`config.mk`:
```
export PLATFORM = sky130hd
export DESIGN_NAME = flash_reconfig_engine
export DESIGN_NICKNAME = d
export VERILOG_FILES = /design/src/rtl/flash_reconfig_engine.sv
export SDC_FILE = /design/constraint.sdc
export NUM_CORES = 1
export LEC_CHECK = 0
export BUFFER_PORTS_ARGS = -buffer_cell sky130_fd_sc_hd__buf_2
export CAP_MARGIN = 20
export CORE_ASPECT_RATIO = 2
export CORE_MARGIN = 3
export CORE_UTILIZATION = 54
export CTS_CLUSTER_DIAMETER = 100
export DETAILED_ROUTE_END_ITERATION = 16
export PLACE_DENSITY = 0.89
export SYNTH_ARGS = -nofsm -noshare
export SYNTH_HDL_FRONTEND = slang
export SYNTH_SLANG_ARGS = --single-unit
export TNS_END_PERCENT = 30
```
`constraint.sdc`:
```
create_clock -name clk -period 2.36 [get_ports clk]
set_input_delay 0.472 -clock clk [delete_from_list [all_inputs] [get_ports clk]]
set_output_delay 0.472 -clock clk [all_outputs]
set_load 0.02 [all_outputs]
```
`src/rtl/flash_reconfig_engine.sv`:
```
module flash_reconfig_engine #(
  parameter int          FADDR_W      = 16,
  parameter logic [31:0] REGION_START = 32'h0000_0100,
  parameter logic [31:0] REGION_END   = 32'h0000_01FF
) (
  input  logic               clk,
  input  logic               rst_n,
  input  logic               mem_init,
  input  logic               host_wr_en,
  input  logic [4:0]         host_wr_addr,
  input  logic [31:0]        host_wr_data,
  input  logic               host_rd_en,
  input  logic [4:0]         host_rd_addr,
  output logic [31:0]        host_rd_data,
  output logic               host_rd_valid,
  output logic [FADDR_W-1:0] fl_addr,
  output logic [31:0]        fl_wdata,
  output logic [2:0]         fl_sector,
  output logic               fl_read,
  output logic               fl_write,
  output logic               fl_erase,
  input  logic [31:0]        fl_rdata,
  input  logic               fl_busy
);
  localparam logic [4:0] OFF_STAT  = 5'h00;
  localparam logic [4:0] OFF_CMD   = 5'h04;
  localparam logic [4:0] OFF_ADDR  = 5'h08;
  localparam logic [4:0] OFF_WDATA = 5'h0C;
  localparam logic [4:0] OFF_RDATA = 5'h10;
  localparam logic [4:0] OFF_START = 5'h14;
  localparam logic [4:0] OFF_END   = 5'h18;

  typedef enum logic [1:0] {S_IDLE, S_REQ, S_WAIT} state_t;
  typedef enum logic [1:0] {OP_RD, OP_WR, OP_ER} op_t;

  state_t             state;
  op_t                op_q;
  logic               wp, err_q;
  logic [FADDR_W-1:0] addr_q;
  logic [31:0]        wdata_q, rword;
  logic [2:0]         sector_q;

  wire cmd_wr   = host_wr_en && host_wr_addr == OFF_CMD;
  wire want_rd  = host_wr_data[2];
  wire want_mod = host_wr_data[3] | host_wr_data[4];
  wire idle     = state == S_IDLE;
  wire start    = cmd_wr && idle && (want_rd || (!wp && want_mod));
  wire err_set  = cmd_wr && idle && wp && !want_rd && want_mod;
  wire stat_rd  = host_rd_en && host_rd_addr == OFF_STAT;
  op_t next_op;
  assign next_op = want_rd ? OP_RD : (host_wr_data[3] ? OP_WR : OP_ER);

  wire rd_idle = idle || op_q != OP_RD;
  wire wr_idle = idle || op_q != OP_WR;
  wire er_idle = idle || op_q != OP_ER;

  wire [31:0] status = {11'd0, err_q, 3'd0, mem_init, 3'd0, wr_idle,
                        3'd0, er_idle, 3'd0, rd_idle, 3'd0, wp};

  assign fl_read   = state == S_REQ && op_q == OP_RD;
  assign fl_write  = state == S_REQ && op_q == OP_WR;
  assign fl_erase  = state == S_REQ && op_q == OP_ER;
  assign fl_addr   = addr_q;
  assign fl_wdata  = wdata_q;
  assign fl_sector = sector_q;

  always_ff @(posedge clk) begin
    if (!rst_n) begin
      state    <= S_IDLE;
      op_q     <= OP_RD;
      wp       <= 1'b1;
      err_q    <= 1'b0;
      addr_q   <= '0;
      wdata_q  <= '0;
      rword    <= '0;
      sector_q <= '0;
    end else begin
      if (cmd_wr) begin
        if (host_wr_data[0])      wp <= 1'b1;
        else if (host_wr_data[1]) wp <= 1'b0;
      end
      if (err_set)      err_q <= 1'b1;
      else if (stat_rd) err_q <= 1'b0;
      if (host_wr_en && host_wr_addr == OFF_ADDR)  addr_q  <= host_wr_data[FADDR_W-1:0];
      if (host_wr_en && host_wr_addr == OFF_WDATA) wdata_q <= host_wr_data;
      case (state)
        S_IDLE: if (start) begin
          state <= S_REQ;
          op_q  <= next_op;
          if (next_op == OP_ER) sector_q <= host_wr_data[7:5];
        end
        S_REQ:  if (fl_busy) state <= S_WAIT;
        S_WAIT: if (!fl_busy) begin
          state <= S_IDLE;
          if (op_q == OP_RD) rword <= fl_rdata;
        end
        default: state <= S_IDLE;
      endcase
    end
  end

  always_ff @(posedge clk) begin
    if (!rst_n) begin
      host_rd_data  <= '0;
      host_rd_valid <= 1'b0;
    end else begin
      host_rd_valid <= host_rd_en;
      if (host_rd_en) begin
        case (host_rd_addr)
          OFF_STAT:  host_rd_data <= status;
          OFF_ADDR:  host_rd_data <= 32'(addr_q);
          OFF_WDATA: host_rd_data <= wdata_q;
          OFF_RDATA: host_rd_data <= rword;
          OFF_START: host_rd_data <= REGION_START;
          OFF_END:   host_rd_data <= REGION_END;
          default:   host_rd_data <= '0;
        endcase
      end
    end
  end

  p_no_mod_protected_r6: assert property (@(posedge clk) disable iff (!rst_n)
    ($rose(fl_write) || $rose(fl_erase)) |-> !$past(wp));
  p_err_cause_r6: assert property (@(posedge clk) disable iff (!rst_n)
    $rose(err_q) |-> $past(wp));
  p_no_restart_r7: assert property (@(posedge clk) disable iff (!rst_n)
    ($rose(fl_read) || $rose(fl_write) || $rose(fl_erase)) |-> $past(state == S_IDLE));
  p_req_hold_r13: assert property (@(posedge clk) disable iff (!rst_n)
    ((fl_read || fl_write || fl_erase) && !fl_busy) |=> (fl_read || fl_write || fl_erase));
  p_idle_fall_r3: assert property (@(posedge clk) disable iff (!rst_n)
    $fell(rd_idle) |-> $past(host_wr_en));
  p_rword_hold_r3: assert property (@(posedge clk) disable iff (!rst_n)
    (idle && $past(idle)) |-> $stable(rword));
endmodule

```
Yosys cells after proc, flatten, opt, wreduce, memory -nomap -nowiden. Index checks and enable logic that the tools add are counted.

Register bits: 122. Output and inout bits: 87.

Bitwise gates (word level): 2. Equality and inequality tests: 18. Reduce and logical (&&, ||, !) cells: 30. Muxes and demuxes: 11.

Operators with widths (count): 32-bit case mux with 6 select lines (1); 5-bit by 4-bit equality test with 1-bit output (second input constant) (4); 5-bit equality test (second input constant) (3); 1-bit logical AND (13); 2-bit 2-to-1 mux (5); 3-bit AND reduction (3); 2-bit equality test (second input constant) (3); 2-bit inequality test (second input constant) (3); 2-bit case mux with 3 select lines (1); 2-bit nonzero test (3); 5-bit by 3-bit equality test with 1-bit output (second input constant) (1); 5-bit zero test (1); 2-bit by 1-bit equality test with 1-bit output (second input constant) (2); 2-bit zero test (2); 1-bit logical OR (4); 1-bit 2-to-1 mux (4); 2-bit by 1-bit inequality test with 1-bit output (second input constant) (2); 2-bit AND reduction (2); 1-bit zero test (2); 1-bit inverter (1); 1-bit OR (1).

Logic depth before layout (Yosys ltp).
Depth after elaboration: 7. Mapped depth: 7.

Worst setup path before layout. No wires, ideal clock.

Kind: input to register. From: input port host_wr_addr[1]. To: register addr_q[5], in the netlist fl_addr[5]. Stages: 6. Arrival time: 1617 ps. Slack: 616 ps. Setup time: 128 ps. Cell sequence: nor4b_2 nand3b_1 buf_2 buf_2 mux2i_1 nor2_1.

Word-level cells in the longest chain between the ends: 2.

RTL lines: start, declared (RTL line 10) `input logic [4:0] host_wr_addr,`; 5-bit by 4-bit equality test with 1-bit output (RTL line 84) `if (host_wr_en && host_wr_addr == OFF_ADDR) addr_q <= host_wr_data[FADDR_W-1:0];`; 1-bit logical AND (RTL line 84); end signal, assigned (RTL line 84); end, declared (RTL line 39) `logic [FADDR_W-1:0] addr_q;`.

Every way passes these cells. A chain may end at the register's enable or synchronous reset.

Final worst setup path.
From: register state[1]. To: output port fl_erase.

Word-level cells in the longest chain between the ends: 2.

RTL lines: start, declared (RTL line 36) `state_t state;`; start signal, assigned (RTL line 69) `state <= S_IDLE;`; start signal, assigned (RTL line 88) `state <= S_REQ;`; start signal, assigned (RTL line 92) `S_REQ: if (fl_busy) state <= S_WAIT;`; 2-bit by 1-bit equality test with 1-bit output (RTL line 62) `assign fl_erase = state == S_REQ && op_q == OP_ER;`; 1-bit logical AND (RTL line 62); end, declared (RTL line 21) `output logic fl_erase,`.

Every way passes these cells.

==> flow_metrics.py <==
metrics = {
    "layout": {
        "layout_commonest_cell": "nand2_1",
        "nFillCells": 649,
        "register_area_um2": 2442,
        "multiInputGateArea_um2": 2226,
        "final_nets": 823,
        "fin_cells": 854,
        "antenna_cells": 0,
        "design_area_um2": 6271,
        "drive_gt1_frac": 0.2944,
        "layout_common_cells": "nand2_1, buf_2, dfxtp_1",
        "syn_to_final_growth_pct": 28.28,
    },
    "floorplanning": {
        "fp.dieArea_um2": 10300,
        "die_x_um": 73.28,
        "coreArea_um2": 8708,
        "ios": 167,
        "fp-row-count": 48,
        "die_h_um": 140.6,
        "start_util": 0.5614,
    },
    "synth": {
        "syn_inst": 586,
        "avgSynthCellArea_um2": 8.342,
        "ys_seq_area_frac": 0.4996,
        "synth.largest_area_cell": "dfxtp_1",
        "synthArstFlopShare": 0,
        "syn_area_um2": 4888,
        "synth_top_cell_area_share": 0.4996,
        "synth.distinct_cells": 47,
        "synth_ff_type": "dfxtp_1",
        "ys_ff_latch": 122,
        "syn-num-nets": 666,
        "synthTopCellsByArea": "dfxtp_1, nand2_1, a21oi_1",
        "ys_warn_count": 0,
        "synth_edf_count": 0,
    },
    "placement": {
        "dpl.hpwl_mm": 10.30,
        "portBuffers": 166,
        "dp_cells": 824,
        "placed_cell_area_um2": 5748,
        "routabilityCongestion": 0.9183,
    },
    "clock_network": {
        "ctsResizeCount": 0,
        "clk_path_buf_depth": 2,
        "root_buffer": "clkbuf_16",
        "hold_buffers": 0,
        "cts_tree": "yes",
        "cts_sinks": 122,
        "clk_pin_slew_ns": 0.05,
        "clk_latency_ns": 0.41,
        "cts_setup_buffers": 0,
        "cts_made_buffers": 17,
        "htreeDepth": 4,
    },
    "worst_setup_path": {
        "crit_cells": 3,
        "worstPathArrival_ns": 1.38,
        "crit_chain": "nand2b_1, nor3b_1, buf_2",
        "path_class": "reg2out",
        "slowest_stage": "dfxtp_1",
        "rr_startpoint": "op_q[1]$_SDFFE_PN0P_",
        "max_stage_delay_ns": 0.35,
        "r2r_cells": 5,
        "critPathLaunchType": "flop",
        "crit_fanout": 6,
        "reg2reg_slack_ns": 0.58,
        "critPathCaptureType": "primary output",
        "cp_top_family": "simple AND/OR/NAND/NOR gates",
        "worst_r2r_endpoint": "rword[3]$_SDFFE_PN0P_",
        "crit_buf_inv": 1,
        "cp_data_required_time_ns": 1.89,
    },
    "routing": {
        "dr.pass1.iters": 6,
        "wl_mm": 14.55,
        "ant_nets": 0,
        "dr.first_iter.drc_count": 351,
        "drc": 0,
        "vias": 4929,
        "wl_per_cell_um": 17.04,
        "routed_via_density": 5.772,
    },
    "power": {
        "p_leak_nw": 2.708,
        "powerDensity_nw_per_um2": 740.0,
        "ir_worst_vdd_v": 0.0005136,
    },
    "run": {
        "maxCapViolations": 0,
    },
    "hold_path": {
        "hold_depth": 3,
        "hp-start": "host_wr_data[16]",
        "hold_class": "in2reg",
        "worst_hold_path.endpoint": "fl_wdata[16]$_SDFFE_PN0P_",
    },
    "global_routing": {
        "use_met2": 0.5050,
        "grt_pass1_wl_mm": 23.20,
        "antenna_found_initial": 0,
        "met3_usage": 0.07615,
        "grt-ovfl-total": 0,
        "grt.met1_usage": 0.2965,
        "busiest_layer": "met2",
        "grt_usage": 0.2904,
        "first_global_vias": 5045,
        "grt_max_degree": 38,
    },
    "timing": {
        "drv_slew": 0,
        "whs_ns": 0.3034,
        "skew_ns": 0.007494,
        "setup_viol": 0,
        "max_freq_ghz": 0.5404,
        "period_share": 0.7841,
        "max-slew-margin-rel": 0.6196,
        "period_minus_slack_ns": 1.851,
        "grt_setup_unrepaired": "no",
        "tns_ns": 0,
        "final_hold_viol_count": 0,
        "worstMarginPinSlew_ns": 0.5654,
    },
    "run_status": {
        "status": "finished, final reports clean",
    },
}
[Yosys cell counts, types with 2 or more instances]
cell / instances
nand2_1: 170
dfxtp_1: 122
a21oi_1: 70
o21ai_0: 35
nor2_1: 30
a22oi_1: 26
clkbuf_1: 25
mux2i_1: 18
buf_2: 12
mux2_2: 8
nand3_1: 6
o2bb2ai_1: 6
and2_1: 4
nand2b_1: 4
nor3_1: 4
a211oi_1: 2
a311oi_1: 2
a31oi_1: 2
buf_1: 2
buf_4: 2
buf_6: 2
nand3b_1: 2
nor2b_1: 2
nor3b_1: 2
nor4_1: 2
nor4b_1: 2
o21a_1: 2
o21ai_1: 2
or3b_2: 2
[routing by layer]
| layer | wire length, um | vias to the layer above |
|---|---|---|
| li1 | - | 2315 |
| met1 | 5035 | 2275 |
| met2 | 7770 | 286 |
| met3 | 1109 | 53 |
| met4 | 639 | 0 |
| met5 | 0 | - |
[cells by family (layout without fill, tap and decap cells)]
logic type / Yosys count / count (layout) / share of synthesized area
AO/OA/AOI/OAI: 155 / 155 / 0.1879
flip-flops: 122 / 122 / 0.4996
multiplexers: 26 / 26 / 0.05529
AND/OR/NAND/NOR: 237 / 237 / 0.2099
buffers and inverters: 45 / 213 / 0.04556
XOR/XNOR: 1 / 1 / 0.001792
[power by group]
group	leakage (nW)	internal [mW]	switching, mW
Combinational	1.47	0.0907	0.144
Clock	0.255	1.49	0.838
Sequential	0.983	2.07	0.00789
[flip-flops by register name, summed over array words and instances (netlist names)]
register       cells
state              2
host_rd_valid      1
wp                 1
fl_sector          3
host_rd_data      32
rword             32
op_q               2
fl_wdata          32
err_q              1
fl_addr           16
[per-stage QoR]
step           total power [mW]    util  setup slack (ns)
2_1_floorplan             2.233       -            0.6156
3_3_place_gp              2.346  0.6601            0.4426
3_5_place_dp              2.352  0.6601            0.3632
4_1_cts                   4.647  0.7201            0.5123
5_1_grt                   4.773  0.7201            0.3964
6_report                  4.641  0.7201            0.5094
[cell type report]
cell class,count,area share
multi-input combinational,419,0.3549
tap,100,0.01995
inverter,1,0.0005986
clock buffer,27,0.07702
clock inverter,3,0.006385
timing repair buffer,182,0.1516
sequential,122,0.3895
[worst reg2reg max path, stage by stage (launching register included)]
cell	delay, ns
dfxtp_1	0.38
nor4_1	0.49
and2_1	0.20
buf_4	0.35
nand2_1	0.15
a21oi_1	0.14
[worst max-delay path by stage]
stage	startpoint	endpoint
2_1_floorplan	host_wr_addr[1]	fl_addr[5]$_SDFFE_PN0P_
3_3_place_gp	host_rd_addr[1]	host_rd_data[6]$_SDFFE_PN0P_
3_5_place_dp	host_rd_addr[1]	host_rd_data[1]$_SDFFE_PN0P_
4_1_cts	state[1]$_SDFFE_PN0P_	fl_erase
5_1_grt	state[0]$_SDFFE_PN0P_	fl_erase
6_report	state[1]$_SDFFE_PN0P_	fl_erase
No activity file was read; power rests on OpenSTA's default activity.
